### src/rtl/phy_hs_pkg.sv
`timescale 1ns/1ps
package phy_hs_pkg;
  localparam int unsigned FIELD_W      = 16;
  localparam int unsigned BIT_CAP_ADDR = 16;
  localparam int unsigned BIT_CAP_DATA = 17;
  localparam int unsigned BIT_WRITE    = 18;
  localparam int unsigned BIT_READ     = 19;
  localparam int unsigned CTRL_W       = BIT_READ + 1;
  localparam int unsigned ACK_BIT      = 16;
  localparam int unsigned STAT_W       = ACK_BIT + 1;

  // packed so that cap_addr lands on the lowest strobe bit
  typedef struct packed {
    logic rd;
    logic wr;
    logic cap_data;
    logic cap_addr;
  } strobe_t;

  typedef enum logic [3:0] {
    ST_IDLE, ST_ASET, ST_AHI, ST_ALO,
    ST_DSET, ST_DHI, ST_DLO, ST_WHI, ST_WLO,
    ST_RHI, ST_RLO
  } hs_state_e;
endpackage

### src/rtl/phy_hs_rst_sync.sv
`timescale 1ns/1ps
module phy_hs_rst_sync #(
  parameter int unsigned STAGES = 2
) (
  input  logic clk,
  input  logic rst_n,
  output logic rst_sync_n
);
  logic [STAGES-1:0] chain_q;

  always_ff @(posedge clk or negedge rst_n) begin
    if (!rst_n) chain_q <= '0;
    else        chain_q <= {chain_q[STAGES-2:0], 1'b1};
  end

  assign rst_sync_n = chain_q[STAGES-1];
endmodule

### src/rtl/phy_hs_poll.sv
`timescale 1ns/1ps
module phy_hs_poll #(
  parameter int unsigned INTERVAL = 4,
  parameter int unsigned LIMIT    = 10
) (
  input  logic clk,
  input  logic rst_n,
  input  logic run,
  input  logic restart,
  input  logic want,
  input  logic ack,
  output logic hit,
  output logic expire
);
  localparam int unsigned TW = $clog2(INTERVAL + 1);
  localparam int unsigned AW = $clog2(LIMIT + 1);

  logic [TW-1:0] tmr_q, tmr_n;
  logic [AW-1:0] att_q, att_n;
  logic          poll_now, matched;

  assign poll_now = run && (tmr_q == TW'(INTERVAL - 1));
  assign matched  = (ack == want);
  assign hit      = poll_now && matched;
  assign expire   = poll_now && !matched && (att_q == AW'(LIMIT - 1));

  always_comb begin
    tmr_n = tmr_q;
    att_n = att_q;
    if (!run || restart) begin
      tmr_n = '0;
      att_n = '0;
    end else if (poll_now) begin
      tmr_n = '0;
      att_n = att_q + AW'(1);
    end else begin
      tmr_n = tmr_q + TW'(1);
    end
  end

  always_ff @(posedge clk or negedge rst_n) begin
    if (!rst_n) begin
      tmr_q <= '0;
      att_q <= '0;
    end else begin
      tmr_q <= tmr_n;
      att_q <= att_n;
    end
  end

  // failed samples never pile up beyond the limit
  assert_attempt_bound_R6: assert property (@(posedge clk) disable iff (!rst_n)
    att_q < AW'(LIMIT));
  // between samples the timer runs without a poll
  assert_poll_gap_R5: assert property (@(posedge clk) disable iff (!rst_n)
    (hit || expire) |=> !(hit || expire));
endmodule

### src/rtl/phy_hs_seq.sv
`timescale 1ns/1ps
module phy_hs_seq
  import phy_hs_pkg::*;
(
  input  logic               clk,
  input  logic               rst_n,
  input  logic               start,
  input  logic               write,
  input  logic [FIELD_W-1:0] addr,
  input  logic [FIELD_W-1:0] wdata,
  input  logic [FIELD_W-1:0] stat_data,
  input  logic               hit,
  input  logic               expire,
  output logic               run,
  output logic               want,
  output logic               restart,
  output strobe_t            strb,
  output logic [FIELD_W-1:0] field,
  output logic               busy,
  output logic               done,
  output logic               error,
  output logic [FIELD_W-1:0] rdata
);
  hs_state_e          state_q, state_n;
  logic [FIELD_W-1:0] addr_q, data_q, rdata_q;
  logic               wr_q, done_q, err_q;
  logic               accept, finish, rd_sample;

  assign accept    = (state_q == ST_IDLE) && start;
  assign rd_sample = (state_q == ST_RHI) && hit;

  always_comb begin
    state_n = state_q;
    case (state_q)
      ST_IDLE: if (start) state_n = ST_ASET;
      ST_ASET: state_n = ST_AHI;
      ST_AHI:  if (hit) state_n = ST_ALO;
      ST_ALO:  if (hit) state_n = wr_q ? ST_DSET : ST_RHI;
      ST_DSET: state_n = ST_DHI;
      ST_DHI:  if (hit) state_n = ST_DLO;
      ST_DLO:  if (hit) state_n = ST_WHI;
      ST_WHI:  if (hit) state_n = ST_WLO;
      ST_WLO:  if (hit) state_n = ST_IDLE;
      ST_RHI:  if (hit) state_n = ST_RLO;
      ST_RLO:  if (hit) state_n = ST_IDLE;
      default: state_n = ST_IDLE;
    endcase
    if (expire) state_n = ST_IDLE;
  end

  assign finish  = (state_q != ST_IDLE) && (state_n == ST_IDLE);
  assign restart = (state_n != state_q);

  always_comb begin
    run = 1'b0;
    want = 1'b0;
    case (state_q)
      ST_AHI, ST_DHI, ST_WHI, ST_RHI: begin run = 1'b1; want = 1'b1; end
      ST_ALO, ST_DLO, ST_WLO, ST_RLO: run = 1'b1;
      default: ;
    endcase
  end

  always_comb begin
    strb  = '0;
    field = '0;
    case (state_q)
      ST_ASET, ST_ALO: field = addr_q;
      ST_AHI:  begin field = addr_q; strb.cap_addr = 1'b1; end
      ST_DSET, ST_DLO, ST_WLO: field = data_q;
      ST_DHI:  begin field = data_q; strb.cap_data = 1'b1; end
      ST_WHI:  strb.wr = 1'b1;
      ST_RHI:  strb.rd = 1'b1;
      default: ;
    endcase
  end

  always_ff @(posedge clk or negedge rst_n) begin
    if (!rst_n) begin
      state_q <= ST_IDLE;
      done_q  <= 1'b0;
      err_q   <= 1'b0;
    end else begin
      state_q <= state_n;
      done_q  <= finish;
      err_q   <= expire;
    end
  end

  always_ff @(posedge clk or negedge rst_n) begin
    if (!rst_n) begin
      addr_q <= '0;
      data_q <= '0;
      wr_q   <= 1'b0;
    end else if (accept) begin
      addr_q <= addr;
      data_q <= wdata;
      wr_q   <= write;
    end
  end

  always_ff @(posedge clk or negedge rst_n) begin
    if (!rst_n)         rdata_q <= '0;
    else if (rd_sample) rdata_q <= stat_data;
  end

  assign busy  = (state_q != ST_IDLE);
  assign done  = done_q;
  assign error = err_q;
  assign rdata = rdata_q;

  assert_strobe_onehot_R1: assert property (@(posedge clk) disable iff (!rst_n)
    $onehot0(strb));
  assert_read_field_zero_R4: assert property (@(posedge clk) disable iff (!rst_n)
    (strb.rd || strb.wr) |-> (field == '0));
  assert_end_ctrl_zero_R6: assert property (@(posedge clk) disable iff (!rst_n)
    done_q |-> (strb == '0 && field == '0));
  assert_done_pulse_R8: assert property (@(posedge clk) disable iff (!rst_n)
    done_q |=> !done_q);
  assert_error_with_done_R8: assert property (@(posedge clk) disable iff (!rst_n)
    err_q |-> done_q);
  assert_busy_ignore_R7: assert property (@(posedge clk) disable iff (!rst_n)
    (busy && start) |=> ($stable(addr_q) && $stable(data_q) && $stable(wr_q)));
  assert_rdata_hold_R9: assert property (@(posedge clk) disable iff (!rst_n)
    (state_q != ST_RHI) |=> $stable(rdata_q));
endmodule

### src/rtl/phy_hs_master.sv
`timescale 1ns/1ps
module phy_hs_master
  import phy_hs_pkg::*;
#(
  parameter int unsigned POLL_INTERVAL = 4,
  parameter int unsigned POLL_LIMIT    = 10
) (
  input  logic               clk,
  input  logic               rst_n,
  input  logic               req_start,
  input  logic               req_write,
  input  logic [FIELD_W-1:0] req_addr,
  input  logic [FIELD_W-1:0] req_wdata,
  output logic               busy,
  output logic               done,
  output logic               error,
  output logic [FIELD_W-1:0] rdata,
  output logic [CTRL_W-1:0]  phy_ctrl,
  input  logic [STAT_W-1:0]  phy_stat
);
  logic               core_rst_n;
  logic               run, want, restart, hit, expire;
  strobe_t            strb;
  logic [FIELD_W-1:0] field;

  phy_hs_rst_sync #(.STAGES(2)) u_rst (
    .clk(clk), .rst_n(rst_n), .rst_sync_n(core_rst_n)
  );

  phy_hs_poll #(.INTERVAL(POLL_INTERVAL), .LIMIT(POLL_LIMIT)) u_poll (
    .clk(clk), .rst_n(core_rst_n), .run(run), .restart(restart),
    .want(want), .ack(phy_stat[ACK_BIT]), .hit(hit), .expire(expire)
  );

  phy_hs_seq u_seq (
    .clk(clk), .rst_n(core_rst_n), .start(req_start), .write(req_write),
    .addr(req_addr), .wdata(req_wdata), .stat_data(phy_stat[FIELD_W-1:0]),
    .hit(hit), .expire(expire), .run(run), .want(want), .restart(restart),
    .strb(strb), .field(field), .busy(busy), .done(done), .error(error),
    .rdata(rdata)
  );

  assign phy_ctrl = {strb, field};
endmodule

### config.mk
export PLATFORM = sky130hd
export DESIGN_NAME = phy_hs_master
export DESIGN_NICKNAME = d
export VERILOG_FILES = /design/src/rtl/phy_hs_pkg.sv /design/src/rtl/phy_hs_rst_sync.sv /design/src/rtl/phy_hs_poll.sv /design/src/rtl/phy_hs_seq.sv /design/src/rtl/phy_hs_master.sv
export SDC_FILE = /design/constraint.sdc
export NUM_CORES = 1
export LEC_CHECK = 0
export CAP_MARGIN = 40
export CORE_MARGIN = 8
export CORE_UTILIZATION = 52
export DETAILED_ROUTE_END_ITERATION = 6
export GPL_TIMING_DRIVEN = 1
export PLACE_DENSITY = 0.86
export SLEW_MARGIN = 0
export SYNTH_ARGS = -nofsm -noshare
export SYNTH_HDL_FRONTEND = slang
export SYNTH_SLANG_ARGS = --single-unit
### constraint.sdc
create_clock -name clk -period 6.8 [get_ports clk]
set_clock_uncertainty 0.15 [all_clocks]
set_input_delay 0.68 -clock clk [delete_from_list [all_inputs] [get_ports clk]]
set_output_delay 0.68 -clock clk [all_outputs]
set_load 0.05 [all_outputs]
# ---- Word level (Yosys, flattened, before mapping)
# Cells that the tools add are included.
# Widths: inputs -> output; s select.
dict set report classes {
  add_sub_neg 2
  n_eq_ne 14
  mux 22
  n_reduce_logical 19
}
# cell n
set op_table {}
lappend op_table {{$mux 4} 12}
lappend op_table {{$pmux 4 s10} 1}
lappend op_table {{$pmux 16 s2} 1}
lappend op_table {{$eq 4x3->1 const B} 4}
lappend op_table {{$eq 4x4->1 const B} 4}
lappend op_table {{$eq 4x2->1 const B} 2}
lappend op_table {{$logic_not 4->1} 2}
lappend op_table {{$reduce_or 4->1} 2}
lappend op_table {{$reduce_or 8->1} 1}
lappend op_table {{$logic_and 1x1->1} 7}
lappend op_table {{$mux 1} 6}
lappend op_table {{$mux 3} 2}
lappend op_table {{$add 4x1->4 const B} 1}
lappend op_table {{$eq 4x1->1 const B} 1}
lappend op_table {{$ne 4x4->1} 1}
lappend op_table {{$reduce_bool 4->1} 1}
lappend op_table {{$add 3x1->3 const B} 1}
lappend op_table {{$eq 3x2->1 const B} 1}
lappend op_table {{$reduce_or 3->1} 1}
lappend op_table {{$logic_not 1->1} 2}
lappend op_table {{$reduce_bool 2->1} 1}
lappend op_table {{$reduce_or 2->1} 1}
lappend op_table {{$eq 1x1->1} 1}
lappend op_table {{$logic_or 1x1->1} 1}
dict set report word_totals {
  reg_bits 64
  output_inout_bits 39
  elab_cells 67
}

# ---- Depth between registers and ports, before layout
dict set report depth {
  depth_word 11
  ltp_mapped 9
  mapped_depth_nobuf 8
}

# ---- By module
# Synthesis repeated with hierarchy kept, for this count alone.
dict set report unflattened {
  cells_unflattened 230
  hier_area_um2 3150.5
}
# module instances cells_each area_each_um2 seq_area_each_um2
set by_module_without_submodules {}
lappend by_module_without_submodules {phy_hs_seq 1 194 2730.1 1376.3}
lappend by_module_without_submodules {phy_hs_poll 1 33 366.6 175.2}
lappend by_module_without_submodules {phy_hs_rst_sync 1 3 53.8 50.0}

# ---- Least setup slack after synthesis
# OpenSTA, ideal clock, no wires.
dict set report synth_path {
  kind {register to output}
  startpoint {reg u_seq.state_q[2]}
  endpoint {out phy_ctrl[0]}
  arrival_time_ns 2.155
  t_required_ns 5.970
  slack_ns 3.815
  stages_incl_launch_ff 7
  path_buffers 4
  cell_sequence {dfrtp_1 -> buf_4 -> buf_2 -> buf_1 -> nor3_1 -> clkbuf_1 -> a22o_1}
}
dict set report synth_between {
  elab_chain_cells 3
}
# item line_no
set synth_lines {}
lappend synth_lines {{start: declaration} phy_hs_seq.sv:24} ;# hs_state_e state_q, state_n;
lappend synth_lines {{start signal: assignment} phy_hs_seq.sv:84} ;# state_q <= state_n;
lappend synth_lines {{$eq 4x3->1, or another cell as far along} phy_hs_seq.sv:67} ;# case (state_q)
lappend synth_lines {{$reduce_or 4->1 (no line) / $reduce_or 3->1 (equally long branches)} --}
lappend synth_lines {{$pmux 16 s2 (*)} phy_hs_seq.sv:67}
lappend synth_lines {{end: declaration} phy_hs_master.sv:18} ;# output logic [CTRL_W-1:0] phy_ctrl,
# Mark *: on every way between the ends. The rest lies on a longest branch, timed or not.

# ---- Final worst setup path
dict set report layout_path {
  startpoint {reg u_seq.state_q[2]}
  endpoint {out phy_ctrl[13]}
}
# The elaborated chain is that of the path after synthesis.

==> results.md <==
Timing:
- Setup repair after global routing left no endpoint under its margin.
- The maximum clock frequency is 0.246 GHz.
- The number of max-slew violations in the final report is 0.
- The final sum of negative setup slack is 0 ns.
- Headroom to the max-slew limit came out at 0.416.
- Hold timing on the final database bottoms out at a slack of roughly 0.012 ns.
- The minimum clock period after layout is slightly above 4 ns.
- The number of failing hold endpoints at the final stage is 0.
- The final setup violation count is 0.
- Setup slack closes at approximately 2.7 ns.
- In the finished design, the share of the clock period the worst path needs comes to 0.598.
- At the pin with the least slew margin, the transition time is a little under 0.9 ns.

Yosys:
- The average instance area after synthesis is ~12 µm².
- Counting every instance in the synthesized netlist gives 276.
- Of the synthesized area, sequential elements account for 0.482.
- After synthesis, the netlist uses slightly below 60 different library cells.
- The number of flip-flops and latches in the synthesized netlist is 64.
- The synthesized netlist net count is 332.
- In the post-synthesis netlist, the biggest area contributors are sky130_fd_sc_hd__dfrtp_1, sky130_fd_sc_hd__mux2_2, sky130_fd_sc_hd__mux2_4.
- During synthesis, Yosys emitted a total of 0 warnings.
- The cell with the most instances after synthesis is sky130_fd_sc_hd__dfrtp_1.
- Among all flip-flop cells after synthesis, the most frequent one is sky130_fd_sc_hd__dfrtp_1.
- Yosys mapped a number of flops with a built-in enable equal to 0.
- By count the netlist is led by sky130_fd_sc_hd__dfrtp_1, sky130_fd_sc_hd__mux2_2, sky130_fd_sc_hd__nor2_1.
- The fraction of synthesized cell area taken by the top area cell type is 0.482.
- The async set-reset flop share out of synthesis is 1.00.
- The largest total area in the synthesized netlist belongs to sky130_fd_sc_hd__dfrtp_1.
- Summing every instance area after synthesis gives 3320 µm².

Routing:
- The initial DRC count is 123.
- Across all layers, the routed design uses between 2000 and 2500 vias.
- Dividing the detail-routed via count by the number of cells gives roughly 5.6.
- Before antenna repair, the detailed router went through 4 iterations.
- After detailed routing, the total wire length is 7.91 mm.
- The detail route stage leaves a number of antenna-violating nets equal to 0.
- After detailed routing, the number of remaining DRC violations is 0.
- After detailed routing, the average wire length per cell comes to approximately 18 µm.

Floorplan:
- The die area is about 9200 µm².
- The boundary pin count is 92.
- The cell row count is 29.
- The region available for standard cell placement spans 6280 µm².
- The effective utilization at floorplan is 0.529.
- The die is between 90 and 100 µm tall.
- The die span in x is 95.9 µm.

Global route:
- The initial antenna violation count is 0.
- After global routing the overflow that remains totals 0.
- The wire length of the first global-routing pass is 13.3 mm.
- The via count of the first global-routing pass is between 2000 and 3000.
- The global routing usage summed across all routing layers is 0.188.
- Entering global routing, the biggest net connects 49 pins.

Critical path:
- Traced cell by cell, the critical path runs through clkinv_1, nand2_1, o21a_1, o22ai_1, buf_4, a22o_1, clkdlybuf4s50_1.
- The setup path with the least slack is of type reg2out.
- The slowest stage of the critical path is the sky130_fd_sc_hd__dfrtp_1 cell.
- STA classifies the critical path startpoint as a flop.
- Data on the critical path is required at its endpoint by 5.97 ns.
- The critical path data arrival time is 3.24 ns.
- The worst setup path is captured at an output port.
- The biggest fanout along the worst timing path is 26.
- The minimum setup slack among reg-to-reg paths is 3.79 ns.
- The largest stage delay on the critical path is 0.92 ns.

Place:
- The worst setup slack after placement is 3.02 ns.
- The congestion estimate from routability-driven global placement came to a little under 0.9.
- Detailed placement ended at an HPWL of 5.60 mm.
- During placement, the flow inserted port buffers numbering 91.

Clocking:
- The clock transition at the register clock pins on the worst setup and hold paths after CTS is 0.07 ns.
- The clock latency on the worst-skew pair is 0.34 ns.
- Post-CTS timing repair inserted 0 buffers for setup.
- The post-cts resize count is 0.
- The root buffer cell chosen for the clock tree is sky130_fd_sc_hd__clkbuf_8.
- In this run, post-CTS hold repair placed 0 buffers.
- The clock tree synthesis step divided the H-tree into 3 levels.
- Buffers inserted during clock tree synthesis total 9.
- The number of buffers between clock root and the deepest sink is 2.
- TritonCTS built the clock tree.
- The clock sink count is 64.

Flow run:
- Max-cap violations in this run came to 0.

Final layout:
- Once layout is complete, the utilization of the core stands at 0.714.
- The repair_antennas step left the layout with diodes totalling 0.
- The number of nets in the final layout is 418.
- The number of filler cells placed in the layout is roughly 450.
- In the final layout, the share of cells above drive strength 1 is 0.240.
- The layout-stage area growth over the synthesis result is 34.9%.

Pwr:
- The maximum VDD drop is roughly 370 µV.
- Summed over all cells, the static leakage comes to 0.00191 µW.
- In this run the power density over the cells is about 470 nW/µm².
- The overall power consumption is 2100 µW.

Worst hold path:
- The min-delay analysis places its worst path in the category reg2async.

Outcome:
- The flow ran to the end, and the final reports show no timing, DRC or antenna violations.
sequential cells by signal (all words and copies together) (netlist names):
register	cells
u_poll.tmr_q	3
u_seq.rdata	16
u_seq.done	1
u_seq.state_q	4
u_seq.data_q	16
u_rst.chain_q	2
u_seq.addr_q	16
u_seq.error	1
u_poll.att_q	4
u_seq.wr_q	1
final cells by class:
cell class,count,area (µm²),share of cell area
inverters,5,18.8,0.00419
multi-input cells,186,1580,0.353
well taps,77,96.3,0.0215
flip-flops and latches,64,1600,0.357
clock inverters,6,90.1,0.0201
clock buffers,10,138,0.0307
repair buffers,96,956,0.213
metal layers:
layer  part of all wire  up-vias  track usage
met3              0.089       10       0.0827
met5                  0        -            0
met1               0.43     1200        0.237
met2               0.47       99        0.281
met4              0.012        0       0.0666
li1                   -     1183            -
final timing paths:
check                            startpoint               end  cells after the start
max                        u_seq.state_q[2]      phy_ctrl[13]                      7
min                        u_rst.chain_q[1]    u_seq.rdata[0]                      0
max reg2reg                u_seq.state_q[2]    u_seq.rdata[7]                      7
min reg2reg                u_rst.chain_q[1]    u_seq.rdata[0]                      0
max in group asynchronous  u_rst.chain_q[1]    u_seq.rdata[8]                      1
min in group clk           u_rst.chain_q[0]  u_rst.chain_q[1]                      0
cell usage in the layout (no fill, tap or decap), drive strengths merged, types with 2 or more instances in the layout:
cell type	instances
a2111oi	2
nand4	2
nand2b	6
o21bai	2
clkbuf	10
clkinv	3
nor2	20
o311ai	2
bufinv	2
ha	3
xnor2	3
o21ai	10
nor2b	2
a211oi	5
nand3	4
buf	5
inv	5
nand3b	2
a22o	16
xor2	3
a2111o	2
nor3	10
o21a	3
a221oi	3
clkdlybuf4s50	91
dfrtp	64
nor4	2
a21oi	7
a22oi	2
mux2	49
nand2	10
through the flow:
step                      cells  area (µm²)
final                       444        4480
after global routing        444        4480
after CTS                   443        4470
after detailed placement    427        4250
after global placement      426        4230
after floorplan             276        3320
where the power goes:
group / internal [µW] / switching [µW]
registers: 505 / 127
logic: 455 / 647
clock network: 218 / 152
kinds of logic (layout without fill, tap and decap cells):
| family | Yosys count | after routing | share of synthesized area |
|---|---|---|---|
| AO/OA/AOI/OAI | 60 | 60 | 0.148 |
| multiplexers | 50 | 50 | 0.180 |
| XOR/XNOR | 6 | 6 | 0.0158 |
| buffers and inverters | 26 | 117 | 0.0433 |
| flip-flops | 64 | 64 | 0.482 |
| AND/OR/NAND/NOR | 66 | 66 | 0.118 |
| adder cells (fa/ha/maj) | 3 | 3 | 0.0113 |
| other | 1 | 1 | 0.00113 |
worst max-delay path, delay by kind of cell, from the launching register on:
kind / cells / cell delay, ns
compound gates: 3 / 0.42
buf+inv: 3 / 1.32
flops: 1 / 0.92
simple gates: 1 / 0.23
Power figures use the tool's default switching activity.
